$ cat src/rtl/irq_hist_pkg.sv
package irq_hist_pkg;

  // Physical slot of the k-th newest entry given the next write slot.
  function automatic int unsigned ring_slot(input int unsigned wr,
                                            input int unsigned k,
                                            input int unsigned depth);
    return (wr + 2 * depth - 1 - k) % depth;
  endfunction

endpackage

$ cat src/rtl/irq_raise_stamp.sv
module irq_raise_stamp #(
  parameter int unsigned NUM_IDS = 8,
  parameter int unsigned ID_W    = 3,
  parameter int unsigned CYC_W   = 64
) (
  input  logic               clk,
  input  logic               rst,
  input  logic [CYC_W-1:0]   cycle_now,
  input  logic [NUM_IDS-1:0] raise_vec,
  input  logic [ID_W-1:0]    lookup_id,
  output logic [CYC_W-1:0]   lookup_stamp
);

  logic [NUM_IDS-1:0] prev_q;
  logic [NUM_IDS-1:0] rise;
  logic [CYC_W-1:0]   stamp_q [NUM_IDS];

  assign rise = raise_vec & ~prev_q;

  always_ff @(posedge clk) begin
    if (rst) begin
      prev_q <= '0;
      for (int i = 0; i < int'(NUM_IDS); i++) stamp_q[i] <= '0;
    end else begin
      prev_q <= raise_vec;
      for (int i = 0; i < int'(NUM_IDS); i++) begin
        if (rise[i]) stamp_q[i] <= cycle_now;
      end
    end
  end

  assign lookup_stamp = stamp_q[lookup_id];

endmodule

$ cat src/rtl/irq_hist_ring.sv
module irq_hist_ring #(
  parameter int unsigned DEPTH = 8,
  parameter int unsigned PTR_W = 3,
  parameter int unsigned ID_W  = 3,
  parameter int unsigned CYC_W = 64
) (
  input  logic             clk,
  input  logic             rst,
  input  logic             wr_en,
  input  logic [ID_W-1:0]  wr_id,
  input  logic [CYC_W-1:0] wr_taken,
  input  logic [CYC_W-1:0] wr_raised,
  output logic [PTR_W-1:0] wr_ptr,
  input  logic [PTR_W-1:0] slot_own,
  input  logic [PTR_W-1:0] slot_newer,
  output logic [ID_W-1:0]  own_id,
  output logic [CYC_W-1:0] own_taken,
  output logic [CYC_W-1:0] own_raised,
  output logic [CYC_W-1:0] newer_taken
);

  localparam logic [PTR_W-1:0] LAST = PTR_W'(DEPTH - 1);

  logic [ID_W-1:0]  id_mem [DEPTH];
  logic [CYC_W-1:0] tk_mem [DEPTH];
  logic [CYC_W-1:0] rs_mem [DEPTH];
  logic [PTR_W-1:0] ptr_q;

  always_ff @(posedge clk) begin
    if (rst) begin
      ptr_q <= '0;
      for (int i = 0; i < int'(DEPTH); i++) begin
        id_mem[i] <= '0;
        tk_mem[i] <= '0;
        rs_mem[i] <= '0;
      end
    end else if (wr_en) begin
      id_mem[ptr_q] <= wr_id;
      tk_mem[ptr_q] <= wr_taken;
      rs_mem[ptr_q] <= wr_raised;
      ptr_q         <= (ptr_q == LAST) ? '0 : ptr_q + PTR_W'(1);
    end
  end

  assign wr_ptr      = ptr_q;
  assign own_id      = id_mem[slot_own];
  assign own_taken   = tk_mem[slot_own];
  assign own_raised  = rs_mem[slot_own];
  assign newer_taken = tk_mem[slot_newer];

endmodule

$ cat src/rtl/irq_hist_reader.sv
module irq_hist_reader
  import irq_hist_pkg::*;
#(
  parameter int unsigned DEPTH = 8,
  parameter int unsigned PTR_W = 3,
  parameter int unsigned ID_W  = 3,
  parameter int unsigned CYC_W = 64
) (
  input  logic             clk,
  input  logic             rst,
  input  logic [PTR_W-1:0] wr_ptr,
  input  logic [PTR_W-1:0] rd_idx,
  output logic [PTR_W-1:0] slot_own,
  output logic [PTR_W-1:0] slot_newer,
  input  logic [ID_W-1:0]  own_id,
  input  logic [CYC_W-1:0] own_taken,
  input  logic [CYC_W-1:0] own_raised,
  input  logic [CYC_W-1:0] newer_taken,
  output logic             rd_valid,
  output logic [ID_W-1:0]  rd_id,
  output logic [CYC_W-1:0] rd_taken,
  output logic [CYC_W-1:0] rd_latency,
  output logic             rd_gap_valid,
  output logic [CYC_W-1:0] rd_gap
);

  logic [PTR_W-1:0] idx_newer;
  logic             own_valid;
  logic             gap_ok;

  always_comb begin
    idx_newer  = (rd_idx == '0) ? '0 : rd_idx - PTR_W'(1);
    slot_own   = PTR_W'(ring_slot(32'(wr_ptr), 32'(rd_idx), DEPTH));
    slot_newer = PTR_W'(ring_slot(32'(wr_ptr), 32'(idx_newer), DEPTH));
    own_valid  = (own_taken != '0);
    gap_ok     = own_valid && (rd_idx != '0);
  end

  always_ff @(posedge clk) begin
    if (rst) begin
      rd_valid     <= 1'b0;
      rd_id        <= '0;
      rd_taken     <= '0;
      rd_latency   <= '0;
      rd_gap_valid <= 1'b0;
      rd_gap       <= '0;
    end else begin
      rd_valid     <= own_valid;
      rd_id        <= own_id;
      rd_taken     <= own_taken;
      rd_latency   <= own_taken - own_raised;
      rd_gap_valid <= gap_ok;
      rd_gap       <= gap_ok ? (newer_taken - own_taken) : '0;
    end
  end

endmodule

$ cat src/rtl/irq_latency_history.sv
module irq_latency_history #(
  parameter int unsigned NUM_IDS = 8,
  parameter int unsigned DEPTH   = 8,
  parameter int unsigned CYC_W   = 64,
  parameter int unsigned CNT_W   = 32,
  parameter int unsigned ID_W    = (NUM_IDS > 1) ? $clog2(NUM_IDS) : 1,
  parameter int unsigned PTR_W   = (DEPTH > 1) ? $clog2(DEPTH) : 1
) (
  input  logic               clk,
  input  logic               rst,
  input  logic [CYC_W-1:0]   cycle_now,
  input  logic [NUM_IDS-1:0] raise_vec,
  input  logic               soft_raise,
  input  logic               take_valid,
  input  logic [ID_W-1:0]    take_id,
  input  logic [PTR_W-1:0]   rd_idx,
  output logic               rd_valid,
  output logic [ID_W-1:0]    rd_id,
  output logic [CYC_W-1:0]   rd_taken,
  output logic [CYC_W-1:0]   rd_latency,
  output logic               rd_gap_valid,
  output logic [CYC_W-1:0]   rd_gap,
  output logic [CNT_W-1:0]   raise_count
);

  logic [CYC_W-1:0] take_stamp;
  logic [PTR_W-1:0] wr_ptr;
  logic [PTR_W-1:0] slot_own;
  logic [PTR_W-1:0] slot_newer;
  logic [ID_W-1:0]  own_id;
  logic [CYC_W-1:0] own_taken;
  logic [CYC_W-1:0] own_raised;
  logic [CYC_W-1:0] newer_taken;
  logic [CNT_W-1:0] count_q;

  irq_raise_stamp #(.NUM_IDS(NUM_IDS), .ID_W(ID_W), .CYC_W(CYC_W)) u_stamp (
    .clk          (clk),
    .rst          (rst),
    .cycle_now    (cycle_now),
    .raise_vec    (raise_vec),
    .lookup_id    (take_id),
    .lookup_stamp (take_stamp)
  );

  irq_hist_ring #(.DEPTH(DEPTH), .PTR_W(PTR_W), .ID_W(ID_W), .CYC_W(CYC_W)) u_ring (
    .clk         (clk),
    .rst         (rst),
    .wr_en       (take_valid),
    .wr_id       (take_id),
    .wr_taken    (cycle_now),
    .wr_raised   (take_stamp),
    .wr_ptr      (wr_ptr),
    .slot_own    (slot_own),
    .slot_newer  (slot_newer),
    .own_id      (own_id),
    .own_taken   (own_taken),
    .own_raised  (own_raised),
    .newer_taken (newer_taken)
  );

  irq_hist_reader #(.DEPTH(DEPTH), .PTR_W(PTR_W), .ID_W(ID_W), .CYC_W(CYC_W)) u_read (
    .clk          (clk),
    .rst          (rst),
    .wr_ptr       (wr_ptr),
    .rd_idx       (rd_idx),
    .slot_own     (slot_own),
    .slot_newer   (slot_newer),
    .own_id       (own_id),
    .own_taken    (own_taken),
    .own_raised   (own_raised),
    .newer_taken  (newer_taken),
    .rd_valid     (rd_valid),
    .rd_id        (rd_id),
    .rd_taken     (rd_taken),
    .rd_latency   (rd_latency),
    .rd_gap_valid (rd_gap_valid),
    .rd_gap       (rd_gap)
  );

  always_ff @(posedge clk) begin
    if (rst) count_q <= '0;
    else     count_q <= count_q + CNT_W'(take_valid) + CNT_W'(soft_raise);
  end

  assign raise_count = count_q;

endmodule

$ cat config.mk
export PLATFORM = sky130hd
export DESIGN_NAME = irq_latency_history
export DESIGN_NICKNAME = d
export VERILOG_FILES = /design/src/rtl/irq_hist_pkg.sv /design/src/rtl/irq_raise_stamp.sv /design/src/rtl/irq_hist_ring.sv /design/src/rtl/irq_hist_reader.sv /design/src/rtl/irq_latency_history.sv
export SDC_FILE = /design/constraint.sdc
export NUM_CORES = 2
export LEC_CHECK = 0
export BUFFER_PORTS_ARGS = -buffer_cell sky130_fd_sc_hd__buf_2
export CORE_MARGIN = 2
export CORE_UTILIZATION = 44
export DETAILED_ROUTE_END_ITERATION = 8
export PLACE_DENSITY = 0.58
export SETUP_SLACK_MARGIN = 0.3
export SYNTH_ARGS = -nofsm -noshare
export SYNTH_HDL_FRONTEND = slang
export SYNTH_SLANG_ARGS = --single-unit
$ cat constraint.sdc
create_clock -name clk -period 6.8 [get_ports clk]
set_input_delay 0.34 -clock clk [delete_from_list [all_inputs] [get_ports clk]]
set_output_delay 0.34 -clock clk [all_outputs]
set_load 0.01 [all_outputs]
==> flow_metrics.tcl <==
set metrics [dict create \
    postCtsSetupBuffers 0 \
    cp.required_ns 7.50 \
    finClkSkew_ns 0.0374 \
    report.final.slew_viol_count 0 \
    final_antenna_net_count 0 \
    critical_path_peak_fanout 24 \
    detail_route.first_pass.iterations 5 \
    cts-root-to-sink-buffers 3 \
    antenna_violations_before_repair 34 \
    clkLatencyLatePin_ns 0.86 \
    grt_setup_unrepaired "true" \
    finalPower_uw 35600 \
    tritoncts "built" \
    hpwlAfterDp_um 189000 \
    finalHoldViolations 0 \
    count_of_buffers_from_port_buffering 310 \
    synth_top_cell_by_area "sky130_fd_sc_hd__edfxtp_1" \
    htreeDepth 4 \
    number_of_global_route_vias_before_repair 54100 \
    clk_transition_reported_paths_ns 0.06 \
    asyncSetResetFlopFracSynth 0 \
    route.detailed.drc 0 \
    utilization 0.507 \
    max_slew_margin 0.0733 \
    areaGrowthSynthToFinish_pct 14.9 \
    endpoint_kind "flop" \
    cts.sinks 1800 \
    worst-setup-path-type "flop to flop" \
    grt_first_pass_wirelength_um 412000 \
    vdd_ir_drop_max_mv 0.294 \
    crit_path_start_kind "flop" \
    dieArea_mm2 0.196 \
    tritoncts.num_buffers 190 \
    power_density_mw_per_mm2 365 \
    synth-seq-cells 1800 \
    core.rowCount 161 \
    yosys.area.top_type_share 0.552 \
    die_height_um 443 \
    synthesis.area_mm2 0.0849 \
    drt-total-wl_um 291000 \
    gr-usage-all-layers 0.294 \
    synthesis.yosys.warnings 0 \
    synth.most_common_cell "sky130_fd_sc_hd__edfxtp_1" \
    setup-violations-final 0 \
    ys_seq_area_frac 0.609 \
    vias_per_cell 6.02 \
    synthesis.area_per_instance_um2 14.0 \
    run_status "finished clean" \
    drv_cap 0 \
    synth_enable_flop_cells 1560 \
    fraction_of_layout_cells_with_a_size_suffix_above_1 0.228 \
    synthTopCellsByCount "1560 x sky130_fd_sc_hd__edfxtp_1, 1131 x sky130_fd_sc_hd__nor2_1, 518 x sky130_fd_sc_hd__mux4_2" \
    post_synth_main_area_contributors "sky130_fd_sc_hd__edfxtp_1 55%, sky130_fd_sc_hd__mux4_2 14%, sky130_fd_sc_hd__dfxtp_1 5.7%, sky130_fd_sc_hd__nor2_1 5.0%, sky130_fd_sc_hd__and2_1 3.4%" \
    dp_worst_setup_slack_ns 0.204 \
    synth_ff_type "sky130_fd_sc_hd__edfxtp_1" \
    io-pin-count 311 \
    worstPathArrival_ns 7.14 \
    maxClockFrequency_ghz 0.155 \
    worstHoldPathType "primary input to flop" \
    r2r_slack_ns 0.37 \
    postSynthNetCount 6289 \
    layout_setup_ws_ns 0.366 \
    grt_overflow_total 0 \
    floorplan.core_area_mm2 0.192 \
    drt-wirelength-per-cell_um 31.7 \
    sum_of_negative_setup_slack_ns 0 \
    postSynthCellCount 6065 \
    final.period_utilization 0.946 \
    place_inst 8743 \
    tightest_pin_transition_ns 1.35 \
    floorplan.initialDensity 0.442 \
    dr.first_iter.drc_count 6860 \
    die_w_um 443 \
    leakagePower_uw 0.0381 \
    clock_tree.root_cell "sky130_fd_sc_hd__clkbuf_16" \
    final_cell_count_no_fill 9184 \
    final_nets 6703 \
    gp_routability_congestion 0.932 \
    netlist-cell-type-count 80 \
    vias 55322 \
    maximum_number_of_pins_on_one_net_before_global_route_repair 77 \
    timing.final.crit_period_ns 6.43 \
]
report_power, final:
| part | switching [uW] | leakage [uW] | internal, uW | total, uW |
|---|---|---|---|---|
| clock network | 4530 | 0.00309 | 5980 | 10500 |
| registers | 297 | 0.0184 | 12900 | 13200 |
| logic | 7490 | 0.0166 | 4380 | 11900 |
| total | 12300 | 0.0381 | 23300 | 35600 |
routing by layer:
layer,GRT usage,vias up,part of all wire
li1,-,23330,-
met1,0.424,28660,0.42
met2,0.447,2905,0.45
met3,0.0586,421,0.099
met4,0.0985,6,0.034
met5,0,-,0.00016
kinds of logic (layout without fill, tap and decap cells):
group / after synthesis / after routing / share of synthesized area
buffers and inverters: 571 / 1149 / 0.0271
AOI/OAI and AO/OA: 454 / 454 / 0.0348
muxes: 785 / 785 / 0.170
xor gates and xnor gates: 133 / 133 / 0.0140
adders and majority gates: 142 / 142 / 0.0214
and+or+nand+nor: 2180 / 2180 / 0.124
DFF: 1800 / 1800 / 0.609
other: 0 / 15 / 0
placed cells by master (no fill, tap or decap), types with 55 or more instances in the layout:
cell and n:
sky130_fd_sc_hd__nand2_1 120, sky130_fd_sc_hd__a21o_1 85, sky130_fd_sc_hd__and3_1 146, sky130_fd_sc_hd__edfxtp_1 1560
sky130_fd_sc_hd__nand2b_1 85, sky130_fd_sc_hd__and2_1 455, sky130_fd_sc_hd__a21oi_1 139, sky130_fd_sc_hd__buf_2 306
sky130_fd_sc_hd__clkbuf_16 198, sky130_fd_sc_hd__mux2_2 64, sky130_fd_sc_hd__inv_1 172, sky130_fd_sc_hd__dlygate4sd3_1 70
sky130_fd_sc_hd__mux4_2 518, sky130_fd_sc_hd__dfxtp_1 240, sky130_fd_sc_hd__nand4_1 55, sky130_fd_sc_hd__o21ai_0 81
sky130_fd_sc_hd__buf_4 215, sky130_fd_sc_hd__ha_1 134, sky130_fd_sc_hd__mux2i_1 183, sky130_fd_sc_hd__xnor2_1 80
sky130_fd_sc_hd__nor2_1 1126
stage by stage:
stage               hold slack (ns)  instance area (um2)
finish                       0.0590                97500
global route                 0.0444                97500
CTS                        0.000289                97400
detailed placement            0.493                90500
global placement              0.480                90500
floorplan                     0.418                84900
final timing paths:
check / start / endpoint / cells after the start
min reg2reg: raise_count[24] / raise_count[24] / 2
max: u_ring.wr_ptr[0] / u_read.rd_latency[53] / 18
min: cycle_now[42] / u_ring.tk_mem[2][42] / 2
max reg2reg: u_ring.wr_ptr[0] / u_read.rd_latency[53] / 18
sequential cells by signal, summed over array words and instances (netlist names), 8 cells and up:
| register | cells |
|---|---|
| u_ring.rs_mem | 512 |
| u_ring.tk_mem | 512 |
| u_stamp.stamp_q | 512 |
| u_read.rd_gap | 64 |
| u_read.rd_latency | 64 |
| u_read.rd_taken | 64 |
| raise_count | 32 |
| u_ring.id_mem | 24 |
| u_stamp.prev_q | 8 |
worst max-delay path, stage by stage, from the launching register on:
cell                       delay (ns)
sky130_fd_sc_hd__dfxtp_1         0.34
sky130_fd_sc_hd__inv_1           0.09
sky130_fd_sc_hd__ha_1            0.37
sky130_fd_sc_hd__fa_4            1.01
sky130_fd_sc_hd__buf_6           0.32
sky130_fd_sc_hd__mux4_2          0.39
sky130_fd_sc_hd__mux2i_1         0.63
sky130_fd_sc_hd__inv_1           0.19
sky130_fd_sc_hd__ha_1            0.42
sky130_fd_sc_hd__and4_4          0.24
sky130_fd_sc_hd__nor2b_1         0.13
sky130_fd_sc_hd__o41ai_2         0.38
sky130_fd_sc_hd__o221ai_1        0.19
sky130_fd_sc_hd__a31o_1          0.29
sky130_fd_sc_hd__o31a_1          0.36
sky130_fd_sc_hd__o311a_4         0.36
sky130_fd_sc_hd__o2111a_1        0.28
sky130_fd_sc_hd__nor3_1          0.19
sky130_fd_sc_hd__nor3_2          0.07
repair_timing:
item                                    4_1_cts  5_1_grt
endpoints found under the setup margin        4       11
hold endpoints to repair                    416        0
gates resized for setup                       4       11
hold buffers                                 70        0
cell type report:
type	instances	area (um2)
antenna	15	37.5
clock buffer	241	5180
clock inverter	115	1080
fill	16310	94700
inverter	172	646
multi-input combinational	3694	31300
sequential	1800	51600
tap	2526	3160
timing repair buffer	621	4430
Note: power is estimated with default switching activity, not from simulation.
